`src/rtl/sip_pkg.sv`:
```
package sip_pkg;

  localparam int STAT_W        = 8;
  localparam int STAT_INTR_BIT = 3;
  localparam int STAT_INTE_BIT = 4;
  localparam int STAT_IBF_BIT  = 5;

  typedef enum logic {
    SEL_DATA   = 1'b0,
    SEL_STATUS = 1'b1
  } rd_sel_e;

  // Assemble the status byte from the three flags.
  function automatic logic [STAT_W-1:0] status_byte(input logic ibf,
                                                    input logic inte,
                                                    input logic intr);
    logic [STAT_W-1:0] s;
    s = '0;
    s[STAT_IBF_BIT]  = ibf;
    s[STAT_INTE_BIT] = inte;
    s[STAT_INTR_BIT] = intr;
    return s;
  endfunction

endpackage

```
`src/rtl/sip_strobe_sync.sv`:
```
module sip_strobe_sync #(
  parameter int STAGES = 2
) (
  input  logic clk,
  input  logic rst,
  input  logic stb_n,
  output logic rise
);
  logic [STAGES-1:0] stage_q;
  logic              prev_q;

  // Idle level of the strobe is high, so every stage resets to 1.
  generate
    for (genvar i = 0; i < STAGES; i++) begin : g_stage
      if (i == 0) begin : g_first
        always_ff @(posedge clk) begin
          if (rst) stage_q[0] <= 1'b1;
          else     stage_q[0] <= stb_n;
        end
      end else begin : g_next
        always_ff @(posedge clk) begin
          if (rst) stage_q[i] <= 1'b1;
          else     stage_q[i] <= stage_q[i-1];
        end
      end
    end
  endgenerate

  always_ff @(posedge clk) begin
    if (rst) prev_q <= 1'b1;
    else     prev_q <= stage_q[STAGES-1];
  end

  assign rise = stage_q[STAGES-1] & ~prev_q;
endmodule

```
`src/rtl/sip_latch.sv`:
```
module sip_latch #(
  parameter int W = 8
) (
  input  logic         clk,
  input  logic         rst,
  input  logic         load,
  input  logic [W-1:0] din,
  output logic [W-1:0] q
);
  always_ff @(posedge clk) begin
    if (rst)       q <= '0;
    else if (load) q <= din;
  end
endmodule

```
`src/rtl/sip_flags.sv`:
```
module sip_flags (
  input  logic clk,
  input  logic rst,
  input  logic cap_evt,
  input  logic rd_clr,
  input  logic inte_wr,
  input  logic inte_set,
  output logic ibf,
  output logic intr,
  output logic inte
);
  logic inte_off;
  assign inte_off = inte_wr & ~inte_set;

  always_ff @(posedge clk) begin
    if (rst) begin
      ibf  <= 1'b0;
      intr <= 1'b0;
      inte <= 1'b0;
    end else begin
      if (inte_wr) inte <= inte_set;

      // A capture only happens on an empty buffer, so it outranks a read.
      if (cap_evt)     ibf <= 1'b1;
      else if (rd_clr) ibf <= 1'b0;

      // Disabling outranks everything, which keeps intr inside inte.
      if (inte_off)              intr <= 1'b0;
      else if (cap_evt && inte)  intr <= 1'b1;
      else if (rd_clr)           intr <= 1'b0;
    end
  end
endmodule

```
`src/rtl/strobe_in_port.sv`:
```
module strobe_in_port #(
  parameter int DATA_W      = 8,
  parameter int SYNC_STAGES = 2
) (
  input  logic              clk,
  input  logic              rst,
  input  logic [DATA_W-1:0] per_data,
  input  logic              per_stb_n,
  output logic              per_ibf,
  input  logic              cpu_rd,
  input  logic              cpu_sel,
  input  logic              inte_wr,
  input  logic              inte_set,
  output logic [DATA_W-1:0] cpu_dout,
  output logic              cpu_intr
);
  import sip_pkg::*;

  localparam int STROBE_LATENCY = SYNC_STAGES + 1;

  logic              stb_rise;
  logic              cap_evt;
  logic              rd_clr;
  logic              ibf;
  logic              intr;
  logic              inte;
  logic [DATA_W-1:0] data_q;
  logic [STAT_W-1:0] stat;

  sip_strobe_sync #(.STAGES(SYNC_STAGES)) u_sync (
    .clk   (clk),
    .rst   (rst),
    .stb_n (per_stb_n),
    .rise  (stb_rise)
  );

  // Named events for the checker.
  assign cap_evt = stb_rise & ~ibf;
  assign rd_clr  = cpu_rd & (rd_sel_e'(cpu_sel) == SEL_DATA);

  sip_latch #(.W(DATA_W)) u_latch (
    .clk  (clk),
    .rst  (rst),
    .load (cap_evt),
    .din  (per_data),
    .q    (data_q)
  );

  sip_flags u_flags (
    .clk      (clk),
    .rst      (rst),
    .cap_evt  (cap_evt),
    .rd_clr   (rd_clr),
    .inte_wr  (inte_wr),
    .inte_set (inte_set),
    .ibf      (ibf),
    .intr     (intr),
    .inte     (inte)
  );

  assign stat     = status_byte(ibf, inte, intr);
  assign cpu_dout = (rd_sel_e'(cpu_sel) == SEL_STATUS) ? DATA_W'(stat) : data_q;
  assign per_ibf  = ibf;
  assign cpu_intr = intr;

  if (STROBE_LATENCY < 2 || DATA_W < STAT_W) begin : g_bad_param
    initial $error("strobe_in_port: SYNC_STAGES must be >= 1 and DATA_W >= 8");
  end
endmodule

```
`config.mk`:
```
export PLATFORM = sky130hd
export DESIGN_NAME = strobe_in_port
export DESIGN_NICKNAME = d
export VERILOG_FILES = /design/src/rtl/sip_pkg.sv /design/src/rtl/sip_strobe_sync.sv /design/src/rtl/sip_latch.sv /design/src/rtl/sip_flags.sv /design/src/rtl/strobe_in_port.sv
export SDC_FILE = /design/constraint.sdc
export NUM_CORES = 1
export LEC_CHECK = 0
export ABC_AREA = 1
export BUFFER_PORTS_ARGS = -buffer_cell sky130_fd_sc_hd__buf_2
export CORE_UTILIZATION = 49
export DETAILED_ROUTE_END_ITERATION = 8
export GPL_TIMING_DRIVEN = 0
export PLACE_DENSITY = 0.83
export SETUP_SLACK_MARGIN = 0.3
export SLEW_MARGIN = 20
export SYNTH_ARGS = -nofsm -noshare
export SYNTH_HDL_FRONTEND = slang
export SYNTH_HIERARCHICAL = 1
export SYNTH_SLANG_ARGS = --single-unit
```
`constraint.sdc`:
```
create_clock -name clk -period 2.8 [get_ports clk]
set_input_delay 0 -clock clk [delete_from_list [all_inputs] [get_ports clk]]
set_output_delay 0 -clock clk [all_outputs]
set_load 0.03 [all_outputs]
```
==> key figures, run 1 <==
Clock network
  – Skew-Pair Late Insertion Delay: 0.28 ns
  – Hold Buf Count CTS: 5
  – CTS tree: built
  – CTS Buf Count: 3
  – Clock-pin transition on the worst setup and hold timing paths: 0.08 ns
  – # resized after CTS: 0
  – CTS root buffer: clkbuf_4
  – Max Buffers Root-to-Sink: 2
  – CTS HTree Levels: 1
  – Number of setup buffers added after CTS: 0
  – Clock Sinks: 14

Status
  – Status: finished, final reports clean

Finish
  – Design area: 882 µm²
  – Area taken by multi-input logic gates: 255 µm²
  – Fin nets: 151
  – Final Core Density: 74.4%
  – Final Non-Filler Cells: 149
  – # diodes: 0
  – Fraction of layout instances using a drive strength above 1: 26.7%
  – Filler cells: 108
  – Register area: 280 µm²
  – Area grow syn2layout: 33.0%

Power and ir drop
  – Power Density: 468 nW/µm²
  – Power, Total: 0.000413 W
  – Comb power frac: 14.4%
  – Register share of total power: 50.8%
  – Peak supply drop: 0.000274 V
  – P_int: 0.000312 W
  – Leak: 0.509 nW
  – Psw: 0.000101 W
  – Clock network fraction of total power: 34.8%
  – Net Sw Frac: 24.4%

Synth
  – Syn_area_per_cell: 6.44 µm²
  – Post-Synthesis Cell Area: 663 µm²
  – Post-synthesis cell count: 103
  – Syn. warnings: 6
  – Yosys cell types: 10
  – Seq/Total Area, Yosys: 42.3%
  – Post-Syn Nets: 118
  – Yosys reg bits: 14

Setup path
  – R2R Path Start: u_sync/stage_q[1]$_SDFF_PP1_
  – CP delay by family, top: buffers and inverters
  – CP Max Fanout: 4
  – Worst Path Arrival: 1.47 ns
  – CP most frequent cell: dlygate4sd3_1
  – Critical path type: in -> reg
  – CP cell instances: dlygate4sd3_1, buf_2, o21bai_4, nor2_1, dlygate4sd3_1
  – CP bufs+invs: 3
  – Startpoint Class: input port
  – Worst path max stage delay: 0.54 ns
  – CP Capture Type: flop
  – CP max stage cell: dlygate4sd3_1
  – Reg2reg setup slack: 1.58 ns
  – Worst EP required: 3.03 ns
  – Setup crit start: rst

Drt
  – Vias per inst: 4.19
  – DRC viols: 0
  – Number of antenna-violating nets in the routed design: 0
  – Initial DRT Pass Iterations: 4
  – Via count: 625
  – WL final: 1290 µm
  – Drt initial violations: 5
  – Routed wire length per instance: 8.68 µm

Place
  – Placed instance area: 796 µm²
  – Dpl hpwl: 901 µm
  – PortBufs: 23
  – RD Place Congestion: 0.730
  – Placed insts: 140

STA
  – Final worst path period share: 44.5%
  – Rel. slew slack: 83.8%
  – Slew Viols, Final: 0
  – Setup repair after global routing missed its margin: no
  – Fin Clk Skew: 0.00355 ns
  – Final setup violation count: 0
  – Measured slew at the worst slew-check pin: 0.243 ns
  – Max Fclk: 803 MHz
  – Final Hold Violating Endpoints: 0
  – Fin Setup TNS: 0 ns
  – Final Critical Period: 1.24 ns

Global routing
  – First-pass GRT wire length: 2280 µm
  – Pin count of the biggest net entering global routing: 11
  – GRT Util Overall: 22.7%
  – Vias in the first global route: 579
  – Initial antenna violation count: 0
  – Total global routing overflow: 0

Floorplanning
  – Die extent in y: 38.8 µm
  – I/O pin count: 25
  – CORE AREA: 1190 µm²
  – Std-Cell Rows: 12
  – Initial Utilization: 55.9%
  – Die area: 1500 µm²
  – Die W: 38.8 µm

Job
  – Max-cap viol count: 0

Worst hold path
  – Hold_sp: per_data[4]
  – HP Class: in -> reg
==> worst register-to-register path: stages (launching register included) <==
cell and delay (ns):
dfxtp_1 0.31, inv_1 0.05, nor2_2 0.07, inv_1 0.04, nor2_1 0.18, buf_6 0.16
buf_6 0.14, nand2_1 0.06, nand2_1 0.07, nor2_2 0.04
==> layout make-up <==
| type | instances | share of cell area [%] |
|---|---|---|
| Inverter | 25 | 10.6 |
| Clock buffer | 4 | 4.11 |
| Buffer | 3 | 3.83 |
| Tap cell | 14 | 1.99 |
| Multi-Input combinational cell | 61 | 28.9 |
| Sequential cell | 14 | 31.8 |
| Timing Repair Buffer | 28 | 18.7 |
==> cells by family after synthesis <==
family	synth area share, %
DFF	42.3
AOI/OAI and AO/OA	3.58
buffers and inverters	19.2
and+or+nand+nor	34.9
==> power groups by stage <==
stage          registers, W  logic [W]  clock network, W
6_report           0.000210  0.0000593          0.000144
5_1_grt            0.000211  0.0000668          0.000157
4_1_cts            0.000210  0.0000591          0.000150
3_5_place_dp       0.000214  0.0000531                 0
3_3_place_gp       0.000214  0.0000515                 0
2_1_floorplan      0.000215  0.0000347                 0
==> flip-flops by register name (all words and copies together) (netlist names) <==
name,count
u_flags/intr,1
u_sync/stage_q,2
u_sync/prev_q,1
u_flags/inte,1
u_latch/q,8
u_flags/ibf,1
==> placed cells by master (no fill, tap or decap) <==
cell type and count:
nand2_1 28, nor2_1 27, inv_1 24, buf_2 23
dfxtp_1 14, dlygate4sd3_1 5, buf_6 3, clkbuf_4 3
nor2_2 3, inv_2 1, clkbuf_8 1, a21oi_1 1
o21bai_4 1, nand2_2 1
==> Yosys cell counts <==
| cell type | count | area, µm² |
|---|---|---|
| nor2_2 | 3 | 18.8 |
| inv_2 | 1 | 3.75 |
| nor2_1 | 27 | 101 |
| a21oi_1 | 1 | 5.00 |
| nand2_1 | 28 | 105 |
| nand2_2 | 1 | 6.26 |
| dfxtp_1 | 14 | 280 |
| inv_1 | 24 | 90.1 |
| o21bai_4 | 1 | 18.8 |
| buf_6 | 3 | 33.8 |
==> metrics by stage <==
stage          hold slack (ns)  setup WS (ns)
6_report               0.00996           1.56
5_1_grt                 0.0109           1.46
4_1_cts                0.00159           1.58
3_5_place_dp             0.180           1.60
3_3_place_gp             0.176           1.63
2_1_floorplan           0.0724           1.61
==> final timing paths <==
check                                  to  depth (start not counted)
min reg2reg  u_sync/stage_q[1]$_SDFF_PP1_                          2
max reg2reg     u_latch/q[6]$_SDFFE_PP0P_                          9
min             u_latch/q[4]$_SDFFE_PP0P_                          5
max             u_flags/inte$_SDFFE_PP0P_                          5
==> routing by layer <==
metal / vias up / GRT usage [%] / part of all wire, %
met5: - / 0 / 0
met3: 4 / 5.20 / 3.5
met1: 256 / 26.3 / 47
li1: 350 / - / -
met2: 15 / 37.9 / 48
met4: 0 / 12.9 / 1.5
Note: power is estimated with default switching activity, not from simulation.
==> run 2, diff against run 1 <==
- CORE_UTILIZATION: 49 -> 41
- PLACE_DENSITY: 0.83 -> 0.74
- clock period: 2.8 -> 1 ns (I/O delays scaled with it)
==> key figures, run 2 (synthesized netlist as in run 1, its figures left out) <==
STA
  – Max Fclk: 940 MHz
  – Rel. slew slack: 81.4% (-2.4 points)
  – Fin Clk Skew: 0.0115 ns (+0.00793 ns)
  – Min Hold Slack: 0.00159 ns (-0.00837 ns)
  – Fin Setup TNS: -0.497 ns (-0.497 ns)
  – Final Critical Period: 1.06 ns
  – Slew Viols, Final: 0 (unchanged)
  – Final setup violation count: 9 (+9)
  – Final worst path period share: 106%
  – Worst Setup Slack, final: -0.0641 ns (-1.62 ns)
  – Final Hold Violating Endpoints: 0 (unchanged)
  – Measured slew at the worst slew-check pin: 0.279 ns (+0.0363 ns)
  – Setup repair after global routing missed its margin: yes

Global routing
  – GRT Util Overall: 18.5% (-4.2 points)
  – Initial antenna violation count: 0 (unchanged)
  – Vias in the first global route: 616 (+6.4%)
  – Pin count of the biggest net entering global routing: 11 (unchanged)
  – Total global routing overflow: 0 (unchanged)
  – First-pass GRT wire length: 2480 µm (+9.1%)

Setup path
  – CP Max Fanout: 5 (+1)
  – R2R Path Start: u_sync/stage_q[1]$_SDFF_PP1_
  – FF-to-FF path depth: 9 (unchanged)
  – Startpoint Class: flop
  – CP cell instances: inv_2, nor2_2, inv_2, nor2_4, buf_6, buf_6, nand2_2, nand2_1, nor2_1
  – CP max stage cell: dfxtp_2
  – Setup crit start: u_sync/stage_q[1]$_SDFF_PP1_
  – Worst path max stage delay: 0.32 ns (-0.22 ns)
  – Critical path type: reg -> reg
  – Crit Reg-Reg Endpoint: u_latch/q[4]$_SDFFE_PP0P_
  – CP Capture Type: flop
  – Worst Path Arrival: 1.24 ns (-0.23 ns)
  – Reg2reg setup slack: -0.06 ns (-1.64 ns)
  – Worst EP required: 1.18 ns (-1.85 ns)

Finish
  – Top reg by flops: u_latch/q
  – Fin nets: 158 (+4.6%)
  – Fraction of layout instances using a drive strength above 1: 57.7% (+31 points)
  – # diodes: 0 (unchanged)
  – Commonest cells after routing, fill and taps aside: nand2_1 (19), nor2_1 (19), buf_6 (16)
  – Biggest regs: u_latch/q x8, u_sync/stage_q x2
  – Design area: 1070 µm² (+22%)
  – Final Core Density: 71.3% (-3.1 points)
  – Max reg flops: 8 (unchanged)
  – Area grow syn2layout: 61.9%

Clock network
  – Clock-pin transition on the worst setup and hold timing paths: 0.09 ns (about the same)
  – Skew-Pair Late Insertion Delay: 0.28 ns (about the same)
  – CTS Buf Count: 3 (unchanged)
  – Clock Sinks: 14 (unchanged)
  – Max Buffers Root-to-Sink: 2 (unchanged)
  – CTS tree: built
  – CTS root buffer: clkbuf_4
  – CTS HTree Levels: 1 (unchanged)
  – Hold Buf Count CTS: 3 (-2)

Drt
  – Vias per inst: 4.27 (+1.7%)
  – Number of antenna-violating nets in the routed design: 0 (unchanged)
  – Drt initial violations: 7 (+2)
  – Initial DRT Pass Iterations: 4 (unchanged)
  – DRC viols: 0 (unchanged)
  – WL final: 1580 µm (+22%)
  – Via count: 674 (+7.8%)
  – Routed wire length per instance: 10.0 µm (+15%)

Floorplanning
  – Die W: 42.2 µm (+8.8%)
  – I/O pin count: 25 (unchanged)
  – CORE AREA: 1510 µm² (+27%)
  – Die area: 1780 µm² (+18%)
  – Std-Cell Rows: 14 (+2)
  – Initial Utilization: 44.0% (-12 points)
  – Die extent in y: 42.2 µm (+8.8%)

Power and ir drop
  – Power Density: 1050 nW/µm² (+120%)
  – Leak: 0.567 nW (+12%)
  – Power, Total: 0.00113 W (+170%)
  – Peak supply drop: 0.000853 V (+210%)

Worst hold path
  – Worst Hold Depth: 3 (-2)
  – HP Class: in -> reg
  – Hold_sp: rst
  – Hold EP: u_flags/inte$_SDFFE_PP0P_

Place
  – PortBufs: 23 (unchanged)
  – Dpl hpwl: 899 µm (-0.20%)
  – RD Place Congestion: 0.736 (+0.86%)
  – Placed instance area: 821 µm² (+3.1%)

Job
  – Max-cap viol count: 0 (unchanged)

Status
  – Status: complete, but fails checks
  – Failing checks: negative setup slack
[run 2: per-layer routing]
metal / track usage (%) / vias to the layer above / share of wire (%)
li1: - / 364 / -
met1: 22.0 / 293 / 47
met2: 29.5 / 15 / 48
met3: 7.33 / 2 / 3.9
met4: 7.50 / 0 / 0.95
met5: 0 / - / 0
[run 2: cell type report]
cell class              instances  area [µm²]
fillers                       124         433
multi-input cells              61         317
flip-flops and latches         14         297
repair buffers                 35         287
inverters                      25        93.8
plain buffers                   3        33.8
clock buffers                   4        26.3
well taps                      16        20.0
[run 2: worst max path at each step]
stage | end | slack, ns | cells after the start
5_1_grt | u_latch/q[0]$_SDFFE_PP0P_ | -0.13 | 9
3_3_place_gp | u_latch/q[6]$_SDFFE_PP0P_ | -0.12 | 9
3_5_place_dp | u_latch/q[6]$_SDFFE_PP0P_ | -0.14 | 9
4_1_cts | u_latch/q[6]$_SDFFE_PP0P_ | -0.06 | 9
2_1_floorplan | u_latch/q[6]$_SDFFE_PP0P_ | -0.05 | 9
6_report | u_latch/q[4]$_SDFFE_PP0P_ | -0.06 | 9
[run 2: metrics by stage]
step	std cells	setup slack, ns
final	158	-0.0641
after global routing	158	-0.133
after CTS	155	-0.0647
after detailed placement	142	-0.145
after global placement	142	-0.121
after floorplan	103	-0.0528
[run 2: worst max-delay path: cells and delay by family (launching register included)]
kind / cells / cell delay, ns
AND/OR/NAND/NOR: 5 / 0.31
buffers and inverters: 4 / 0.33
flip-flops: 1 / 0.32
[run 2: what timing repair did]
item                                    4_1_cts  5_1_grt
pin swaps                                     8        6
hold endpoints to repair                      5        2
buffers inserted                              5        3
resized for setup                            42       14
endpoints found under the setup margin       20       22
cloned                                        1        0
[run 2: where the power goes]
group	leakage, nW	internal [W]	total, W	switching, W
Sequential	0.119	0.000578	0.000591	0.0000134
Combinational	0.434	0.000101	0.000210	0.000109
Clock	0.0150	0.000154	0.000328	0.000174
Total	0.567	0.000833	0.00113	0.000297
